<file path="config.mk">
export PLATFORM = sky130hd
export DESIGN_NAME = quad_phase_seq
export DESIGN_NICKNAME = d
export VERILOG_FILES = /design/src/rtl/qps_pkg.sv /design/src/rtl/qps_phase.sv /design/src/rtl/qps_fetch.sv /design/src/rtl/qps_exec.sv /design/src/rtl/quad_phase_seq.sv
export SDC_FILE = /design/constraint.sdc
export NUM_CORES = 1
export LEC_CHECK = 0
export BUFFER_PORTS_ARGS = -buffer_cell sky130_fd_sc_hd__buf_2
export CORE_UTILIZATION = 50
export CTS_BUF_LIST = sky130_fd_sc_hd__clkbuf_2 sky130_fd_sc_hd__clkbuf_4 sky130_fd_sc_hd__clkbuf_8
export DETAILED_ROUTE_END_ITERATION = 12
export GPL_TIMING_DRIVEN = 0
export PLACE_DENSITY = 0.76
export SLEW_MARGIN = 5
export SYNTH_ARGS = -nofsm -noshare
export SYNTH_HDL_FRONTEND = slang
export SYNTH_HIERARCHICAL = 1
export SYNTH_SLANG_ARGS = --single-unit
</file>
<file path="constraint.sdc">
create_clock -name clk -period 4.3 [get_ports clk]
set_input_delay 0 -clock clk [delete_from_list [all_inputs] [get_ports clk]]
set_output_delay 0 -clock clk [all_outputs]
set_load 0.05 [all_outputs]
</file>
<file path="src/rtl/qps_pkg.sv">
package qps_pkg;
    typedef enum logic [1:0] {
        PH_Q1 = 2'd0,
        PH_Q2 = 2'd1,
        PH_Q3 = 2'd2,
        PH_Q4 = 2'd3
    } phase_e;

    localparam int NUM_PHASES = 4;
endpackage

</file>
<file path="src/rtl/qps_phase.sv">
module qps_phase
    import qps_pkg::*;
(
    input  logic                  clk,
    input  logic                  rst_n,
    output phase_e                ph,
    output logic [NUM_PHASES-1:0] strobe,
    output logic                  clkout
);
    typedef struct packed {
        phase_e ph;
    } state_t;

    state_t s_d, s_q;

    always_comb begin
        s_d    = s_q;
        s_d.ph = phase_e'(s_q.ph + 2'd1);
    end

    always_ff @(posedge clk or negedge rst_n) begin
        if (!rst_n) s_q <= '{ph: PH_Q1};
        else        s_q <= s_d;
    end

    assign ph = s_q.ph;

    generate
        for (genvar i = 0; i < NUM_PHASES; i++) begin : g_strobe
            assign strobe[i] = (s_q.ph == phase_e'(i));
        end
    endgenerate

    assign clkout = s_q.ph[1];

    p_rotate_q1_r1: assert property (@(posedge clk) disable iff (!rst_n)
        strobe[0] |=> strobe[1]);
    p_rotate_q4_r1: assert property (@(posedge clk) disable iff (!rst_n)
        strobe[3] |=> strobe[0]);
    p_clkout_rise_r2: assert property (@(posedge clk) disable iff (!rst_n)
        $rose(clkout) |-> strobe[2]);
endmodule

</file>
<file path="src/rtl/qps_fetch.sv">
module qps_fetch
    import qps_pkg::*;
#(
    parameter int AW = 10,
    parameter int IW = 12,
    parameter logic [IW-1:0] NOP = '0
) (
    input  logic          clk,
    input  logic          rst_n,
    input  phase_e        ph,
    input  logic          br_load,
    input  logic [AW-1:0] br_target,
    input  logic [IW-1:0] pm_rdata,
    output logic [AW-1:0] pc,
    output logic [AW-1:0] pm_addr,
    output logic [IW-1:0] fetch_word
);
    typedef struct packed {
        logic [AW-1:0] pc;
        logic [AW-1:0] fa;
        logic [IW-1:0] fw;
    } state_t;

    state_t s_d, s_q;

    always_comb begin
        s_d = s_q;
        unique case (ph)
            PH_Q1: s_d.pc = s_q.pc + 1'b1;
            PH_Q4: begin
                s_d.fw = pm_rdata;
                if (br_load) begin
                    s_d.pc = br_target;
                    s_d.fa = br_target;
                end else begin
                    s_d.fa = s_q.pc;
                end
            end
            default: ;
        endcase
    end

    always_ff @(posedge clk or negedge rst_n) begin
        if (!rst_n) s_q <= '{pc: '0, fa: '0, fw: NOP};
        else        s_q <= s_d;
    end

    assign pc         = s_q.pc;
    assign pm_addr    = s_q.fa;
    assign fetch_word = s_q.fw;

    p_pc_inc_r3: assert property (@(posedge clk) disable iff (!rst_n)
        (ph == PH_Q1) |=> (pc == AW'($past(pc) + 1'b1)));
    p_pc_hold_r3: assert property (@(posedge clk) disable iff (!rst_n)
        (ph == PH_Q2 || ph == PH_Q3) |=> $stable(pc));
    p_branch_load_r4: assert property (@(posedge clk) disable iff (!rst_n)
        (ph == PH_Q4 && br_load) |=> (pc == $past(br_target) && pm_addr == $past(br_target)));
    p_addr_hold_r5: assert property (@(posedge clk) disable iff (!rst_n)
        (ph != PH_Q4) |=> $stable(pm_addr));
    p_addr_seq_r5: assert property (@(posedge clk) disable iff (!rst_n)
        (ph == PH_Q4 && !br_load) |=> (pm_addr == $past(pc)));
endmodule

</file>
<file path="src/rtl/qps_exec.sv">
module qps_exec
    import qps_pkg::*;
#(
    parameter int IW = 12,
    parameter logic [IW-1:0] NOP = '0
) (
    input  logic          clk,
    input  logic          rst_n,
    input  phase_e        ph,
    input  logic [IW-1:0] fetch_word,
    input  logic          br_take,
    output logic          br_load,
    output logic [IW-1:0] ir,
    output logic          dm_rd,
    output logic          dm_wr
);
    typedef struct packed {
        logic [IW-1:0] ir;
        logic          flush;
        logic          kill;
    } state_t;

    state_t s_d, s_q;

    always_comb begin
        s_d     = s_q;
        br_load = br_take && (ph == PH_Q4) && !s_q.kill;
        if (ph == PH_Q1) begin
            s_d.ir    = s_q.flush ? NOP : fetch_word;
            s_d.kill  = s_q.flush;
            s_d.flush = 1'b0;
        end
        if (br_load) s_d.flush = 1'b1;
    end

    always_ff @(posedge clk or negedge rst_n) begin
        if (!rst_n) s_q <= '{ir: NOP, flush: 1'b0, kill: 1'b0};
        else        s_q <= s_d;
    end

    assign ir    = s_q.ir;
    assign dm_rd = (ph == PH_Q2) && !s_q.kill;
    assign dm_wr = (ph == PH_Q4) && !s_q.kill;

    p_rd_single_r7: assert property (@(posedge clk) disable iff (!rst_n)
        dm_rd |=> (!dm_rd && !dm_wr));
    p_nop_after_flush_r8: assert property (@(posedge clk) disable iff (!rst_n)
        (ph == PH_Q1 && s_q.flush) |=> (ir == NOP && !dm_rd));
    p_kill_one_slot_r8: assert property (@(posedge clk) disable iff (!rst_n)
        (ph == PH_Q1 && s_q.kill) |=> !s_q.kill);
    p_no_wr_killed_r8: assert property (@(posedge clk) disable iff (!rst_n)
        (ph == PH_Q1 && s_q.flush) |=> ##2 !dm_wr);
endmodule

</file>
<file path="src/rtl/quad_phase_seq.sv">
module quad_phase_seq #(
    parameter int AW = 10,
    parameter int IW = 12,
    parameter logic [IW-1:0] NOP = '0
) (
    input  logic          clk,
    input  logic          rst_n,
    input  logic [IW-1:0] pm_rdata,
    input  logic          br_take,
    input  logic [AW-1:0] br_target,
    output logic [3:0]    phase,
    output logic          clkout,
    output logic [AW-1:0] pc,
    output logic [AW-1:0] pm_addr,
    output logic [IW-1:0] ir,
    output logic          dm_rd,
    output logic          dm_wr
);
    import qps_pkg::*;

    phase_e        ph;
    logic          br_load;
    logic [IW-1:0] fetch_word;

    qps_phase u_phase (
        .clk    (clk),
        .rst_n  (rst_n),
        .ph     (ph),
        .strobe (phase),
        .clkout (clkout)
    );

    qps_fetch #(.AW(AW), .IW(IW), .NOP(NOP)) u_fetch (
        .clk        (clk),
        .rst_n      (rst_n),
        .ph         (ph),
        .br_load    (br_load),
        .br_target  (br_target),
        .pm_rdata   (pm_rdata),
        .pc         (pc),
        .pm_addr    (pm_addr),
        .fetch_word (fetch_word)
    );

    qps_exec #(.IW(IW), .NOP(NOP)) u_exec (
        .clk        (clk),
        .rst_n      (rst_n),
        .ph         (ph),
        .fetch_word (fetch_word),
        .br_take    (br_take),
        .br_load    (br_load),
        .ir         (ir),
        .dm_rd      (dm_rd),
        .dm_wr      (dm_wr)
    );

    p_onehot_r1: assert property (@(posedge clk) disable iff (!rst_n)
        $countones(phase) == 1);
    p_ignore_early_r10: assert property (@(posedge clk) disable iff (!rst_n)
        (!phase[3] && !phase[0]) |=> ($stable(pc) && $stable(pm_addr)));
endmodule

</file>
==> Yosys cells after proc, flatten, opt, wreduce, memory -nomap -nowiden <==
Index checks and enable logic that the tools add are counted.
{ "totals": {"in_bits": 25, "elab_cells": 25, "ff_bits": 48, "out_inout_bits": 39} }
{ "op_classes": {"n_mux": 5, "eq_ne": 3, "n_reduce_logical": 8, "addsub": 2} }
{ "ops": {"columns": ["cell", "n"], "rows": [
  ["case mux 10 bit (2 select lines)", 1],
  ["2-to-1 mux 12 bit", 1],
  ["adder 10 x 1 -> 10 bit (second input constant)", 1],
  ["2-to-1 mux 10 bit", 1],
  ["equality test 2 bit (second input constant)", 2],
  ["logical AND 1 bit", 4],
  ["nonzero test 2 bit", 2],
  ["adder 2 x 1 -> 2 bit (second input constant)", 1],
  ["equality test 2 x 1 -> 1 bit (second input constant)", 1],
  ["logical NOT 2 bit", 1],
  ["2-to-1 mux 2 bit", 1],
  ["logical NOT 1 bit", 1],
  ["2-to-1 mux 1 bit", 1]
]} }

==> Longest topological paths before layout <==
{ "depth": {"ltp_word": 5, "mapped_depth": 8, "mapped_depth_nobuf": 5} }

==> Hierarchy <==
The synthesis kept the hierarchy.
{ "modules_own_cells": {"columns": ["mod", "instances", "seq_area_each_um2", "cells_each", "area_each_um2"], "rows": [
  ["qps_fetch", 1, 800.8, 160, 1619.1],
  ["qps_exec", 1, 350.3, 73, 716.9],
  ["qps_phase", 1, 50.0, 9, 115.1]
]} }

==> Worst setup path before layout <==
Ideal clock, no wire load.
{ "synth_timing": {"path_kind": "reg2out", "startpoint": "register u_phase.s_q, in the netlist u_phase/ph[1]", "endpoint": "output dm_rd", "arrival_time_ps": 2146, "setup_slack_ps": 2154, "required_ps": 4300, "path_stages_with_launch": 4, "path_buffers": 2, "cell_sequence": "dfrtp_1 -> buf_4 -> buf_2 -> nor3b_1"} }
{ "synth_via": {"elab_chain_cells": 2} }
{ "synth_lines": {"columns": ["element", "line", "source"], "rows": [
  ["start, declared", "qps_phase.sv:14", "state_t s_d, s_q;"],
  ["start signal, assigned", "qps_phase.sv:22", "if (!rst_n) s_q <= '{ph: PH_Q1};"],
  ["equality test 2 x 1 -> 1 bit", "qps_exec.sv:42", "assign dm_rd = (ph == PH_Q2) && !s_q.kill;"],
  ["logical AND 1 bit", "qps_exec.sv:42", null],
  ["end, declared", "quad_phase_seq.sv:16", "output logic dm_rd,"]
]} }
Every way passes these cells.

==> Worst setup path after layout <==
{ "layout_timing": {"startpoint": "register u_phase.s_q, in the netlist u_phase/ph[0]", "endpoint": "register u_fetch.s_q, in the netlist u_fetch/pm_addr[6]"} }
{ "layout_via": {"elab_chain_cells": 4} }
{ "layout_lines": {"columns": ["element", "line", "source"], "rows": [
  ["equality test 2 bit", "qps_exec.sv:27", "br_load = br_take && (ph == PH_Q4) && !s_q.kill;"],
  ["logical AND 1 bit (2 in series)", "qps_exec.sv:27", null],
  ["named net br_load", "quad_phase_seq.sv:22", "logic br_load;"],
  ["2-to-1 mux 10 bit", "qps_fetch.sv:32", "if (br_load) begin"],
  ["end signal, assigned", "qps_fetch.sv:44", "if (!rst_n) s_q <= '{pc: '0, fa: '0, fw: NOP};"],
  ["end, declared", "qps_fetch.sv:24", "state_t s_d, s_q;"]
]} }
The timed path passes the listed nets, and every way through them passes these cells.
A chain may end at the register's enable or synchronous reset.

==> results.sh <==
export IMPL_die_w_um=72.0
export IMPL_endpoint="u_fetch/pm_addr[6]$_DFFE_PN0P_"
export IMPL_first_global_vias=1976
export IMPL_first_pass_iters=4
export IMPL_finalSetupTns_ns=0
export IMPL_p_leak_nw=1.47
export IMPL_avgViaCountPerCell=5.24
export IMPL_cap_violations=0
export IMPL_cts_htree_levels=2
export IMPL_syn_inst=242
export IMPL_dp_final_hpwl_mm=3.72
export IMPL_post_cts_buffers=0
export IMPL_wire_per_inst_um=13.5
export IMPL_cts_buffers=5
export IMPL_grt_pass1_wl_mm=8.93
export IMPL_pin_count=64
export IMPL_clock_latency_ns=0.30
export IMPL_antenna_found_initial=0
export IMPL_setup_viol=0
export IMPL_core_mm2=0.00472
export IMPL_nets=358
export IMPL_cp_max_fo=11
export IMPL_maxSlewViolCount=0
export IMPL_final_instance_count_excl_fill=395
export IMPL_synth_nets=273
export IMPL_post_dp_cell_area_mm2=0.00285
export IMPL_dp_slack_ns=2.42
export IMPL_ff2ff_setup_slack_ns=2.33
export IMPL_period_minus_slack_ns=1.97
export IMPL_stdcell_area_mm2=0.00312
export IMPL_dieHeight_um=72.0
export IMPL_clkSlewWorstSetupHoldPaths_ns=0.09
export IMPL_mostFrequentLayoutCells="67 x buf_2, 48 x dfrtp_1, 23 x nor2_1"
export IMPL_vias=2069
export IMPL_crit_type="flip-flop to flip-flop"
export IMPL_drtIter0Drc=149
export IMPL_clock_path_buffers=2
export IMPL_hold_violations=0
export IMPL_ys_async_sr_fraction_pct=100
export IMPL_postRouteAntennaNets=0
export IMPL_fin_skew_ns=0.00880
export IMPL_avgSynthCellArea_um2=10.1
export IMPL_synthDistinctLibCells=44
export IMPL_diodes=0
export IMPL_yosysSeqAreaShare_pct=49.0
export IMPL_start_util_pct=51.9
export IMPL_syn_to_final_growth_pct=27.4
export IMPL_num_rows=25
export IMPL_powerDensity_mw_per_mm2=446
export IMPL_startpoint_type="flip-flop"
export IMPL_r2r_start="u_phase/ph[0]$_DFF_PN0_"
export IMPL_grt_util_all_layers_pct=22.4
export IMPL_drive_gt1_share_pct=34.5
export IMPL_cts_sinks=48
export IMPL_totalWireLength_mm=5.34
export IMPL_vdd_drop_max_mv=0.272
export IMPL_r2r_end="u_fetch/pm_addr[6]$_DFFE_PN0P_"
export IMPL_cts_resized=0
export IMPL_drc=0
export IMPL_status="completed"
export IMPL_dieArea_mm2=0.00519
export IMPL_synth_area_mm2=0.00245
export IMPL_period_share_pct=45.8
export IMPL_critical_path_startpoint="u_phase/ph[0]$_DFF_PN0_"
export IMPL_fin_ws_ns=2.33
export IMPL_hold_buffers=15
export IMPL_cts_root_buf="clkbuf_8"
export IMPL_rsz0062_at_grt="false"
export IMPL_synth_edff_count=0
export IMPL_ys_warn_count=6
export IMPL_cp_required_ns=4.46
export IMPL_gp_congestion=0.933
export IMPL_worstRegToRegCells=5
export IMPL_dp_cells=372
export IMPL_grt_overflow=0
export IMPL_cts_tree="yes"
export IMPL_fmax_ghz=0.508
export IMPL_cp_arrival_ns=2.13
export IMPL_port_buffers=63
export IMPL_synthFlopType="dfrtp_1"
export IMPL_layout_commonest_cell="buf_2"
export IMPL_end_kind="flip-flop"
export IMPL_synth_seq_cells=48
export IMPL_worstMarginPinSlew_ns=1.02
export IMPL_grt_max_degree=49
export IMPL_min_path_type="input port to flip-flop"
export IMPL_relSlewSlack_pct=32.0
worst min-delay path by stage:
stage                                         to         start  depth (start not counted)
3_5_place_dp   u_fetch/fetch_word[5]$_DFFE_PN0P_   pm_rdata[5]                          2
2_1_floorplan           u_exec/ir[0]$_DFFE_PN0N_         rst_n                          0
6_report          u_fetch/pm_addr[2]$_DFFE_PN0P_  br_target[2]                          3
3_3_place_gp   u_fetch/fetch_word[5]$_DFFE_PN0P_   pm_rdata[5]                          2
5_1_grt           u_fetch/pm_addr[2]$_DFFE_PN0P_  br_target[2]                          3
4_1_cts           u_fetch/pm_addr[2]$_DFFE_PN0P_  br_target[2]                          3
stage by stage:
stage | power, W | hold slack [ns] | utilization [%]
floorplan | 0.000930 | -0.296 | -
global placement | 0.00104 | 0.234 | 60.3
detailed placement | 0.00105 | 0.236 | 60.3
CTS | 0.00140 | 0.0181 | 66.1
global route | 0.00146 | 0.0334 | 66.1
finish | 0.00139 | 0.0248 | 66.1
cell families after synthesis:
kind of cell,share of synthesized area (%)
mux,8.98
buf+inv,8.58
flops,49.0
compound gates,15.4
simple gates,15.0
fa+ha+maj,3.06
registers in the layout, indices dropped and copies added (netlist names):
name,flops
u_fetch/pm_addr,10
u_exec/s_q,2
u_exec/ir,12
u_fetch/fetch_word,12
u_phase/ph,2
u_fetch/pc,10
metal layers:
| layer | vias up | track usage, % | wire [µm] |
|---|---|---|---|
| li1 | 1009 | - | - |
| met1 | 979 | 30.1 | 2450 |
| met2 | 70 | 35.6 | 2490 |
| met3 | 11 | 3.75 | 274 |
| met4 | 0 | 10.9 | 127 |
| met5 | - | 0 | 0 |
worst max-delay path: stages (launching register included):
cell	delay, ns
dfrtp_1	0.56
and4b_1	0.26
buf_2	0.22
buf_2	0.32
mux2i_1	0.35
a21oi_1	0.12
cells in the mapped netlist, types with 3 or more instances:
cell type	number	area [µm²]
mux2i_1	7	70.1
nand4_1	3	18.8
buf_2	4	20.0
dfrtp_1	48	1200
inv_1	4	15.0
a31oi_1	6	37.5
o21ai_0	21	105
o21ai_1	10	50.1
mux2_2	12	135
nand2b_1	12	75.1
nor3_1	5	25.0
nand2_1	11	41.3
clkbuf_1	5	18.8
nor2_1	23	86.3
buf_4	13	97.6
a21oi_1	17	85.1
ha_1	6	75.1
layout make-up:
type | count | area [µm²]
timing repair buffer | 78 | 465
tap | 67 | 83.8
sequential | 48 | 1200
clock inverter | 2 | 38.8
buffer | 27 | 191
inverter | 5 | 18.8
clock buffer | 6 | 82.6
fill | 374 | 1600
multi-input combinational | 162 | 1040
report_power, final:
group,switching (W),internal [W]
sequential,0.0000614,0.000515
clock,0.000148,0.000190
combinational,0.000331,0.000145
Power figures use the tool's default switching activity.
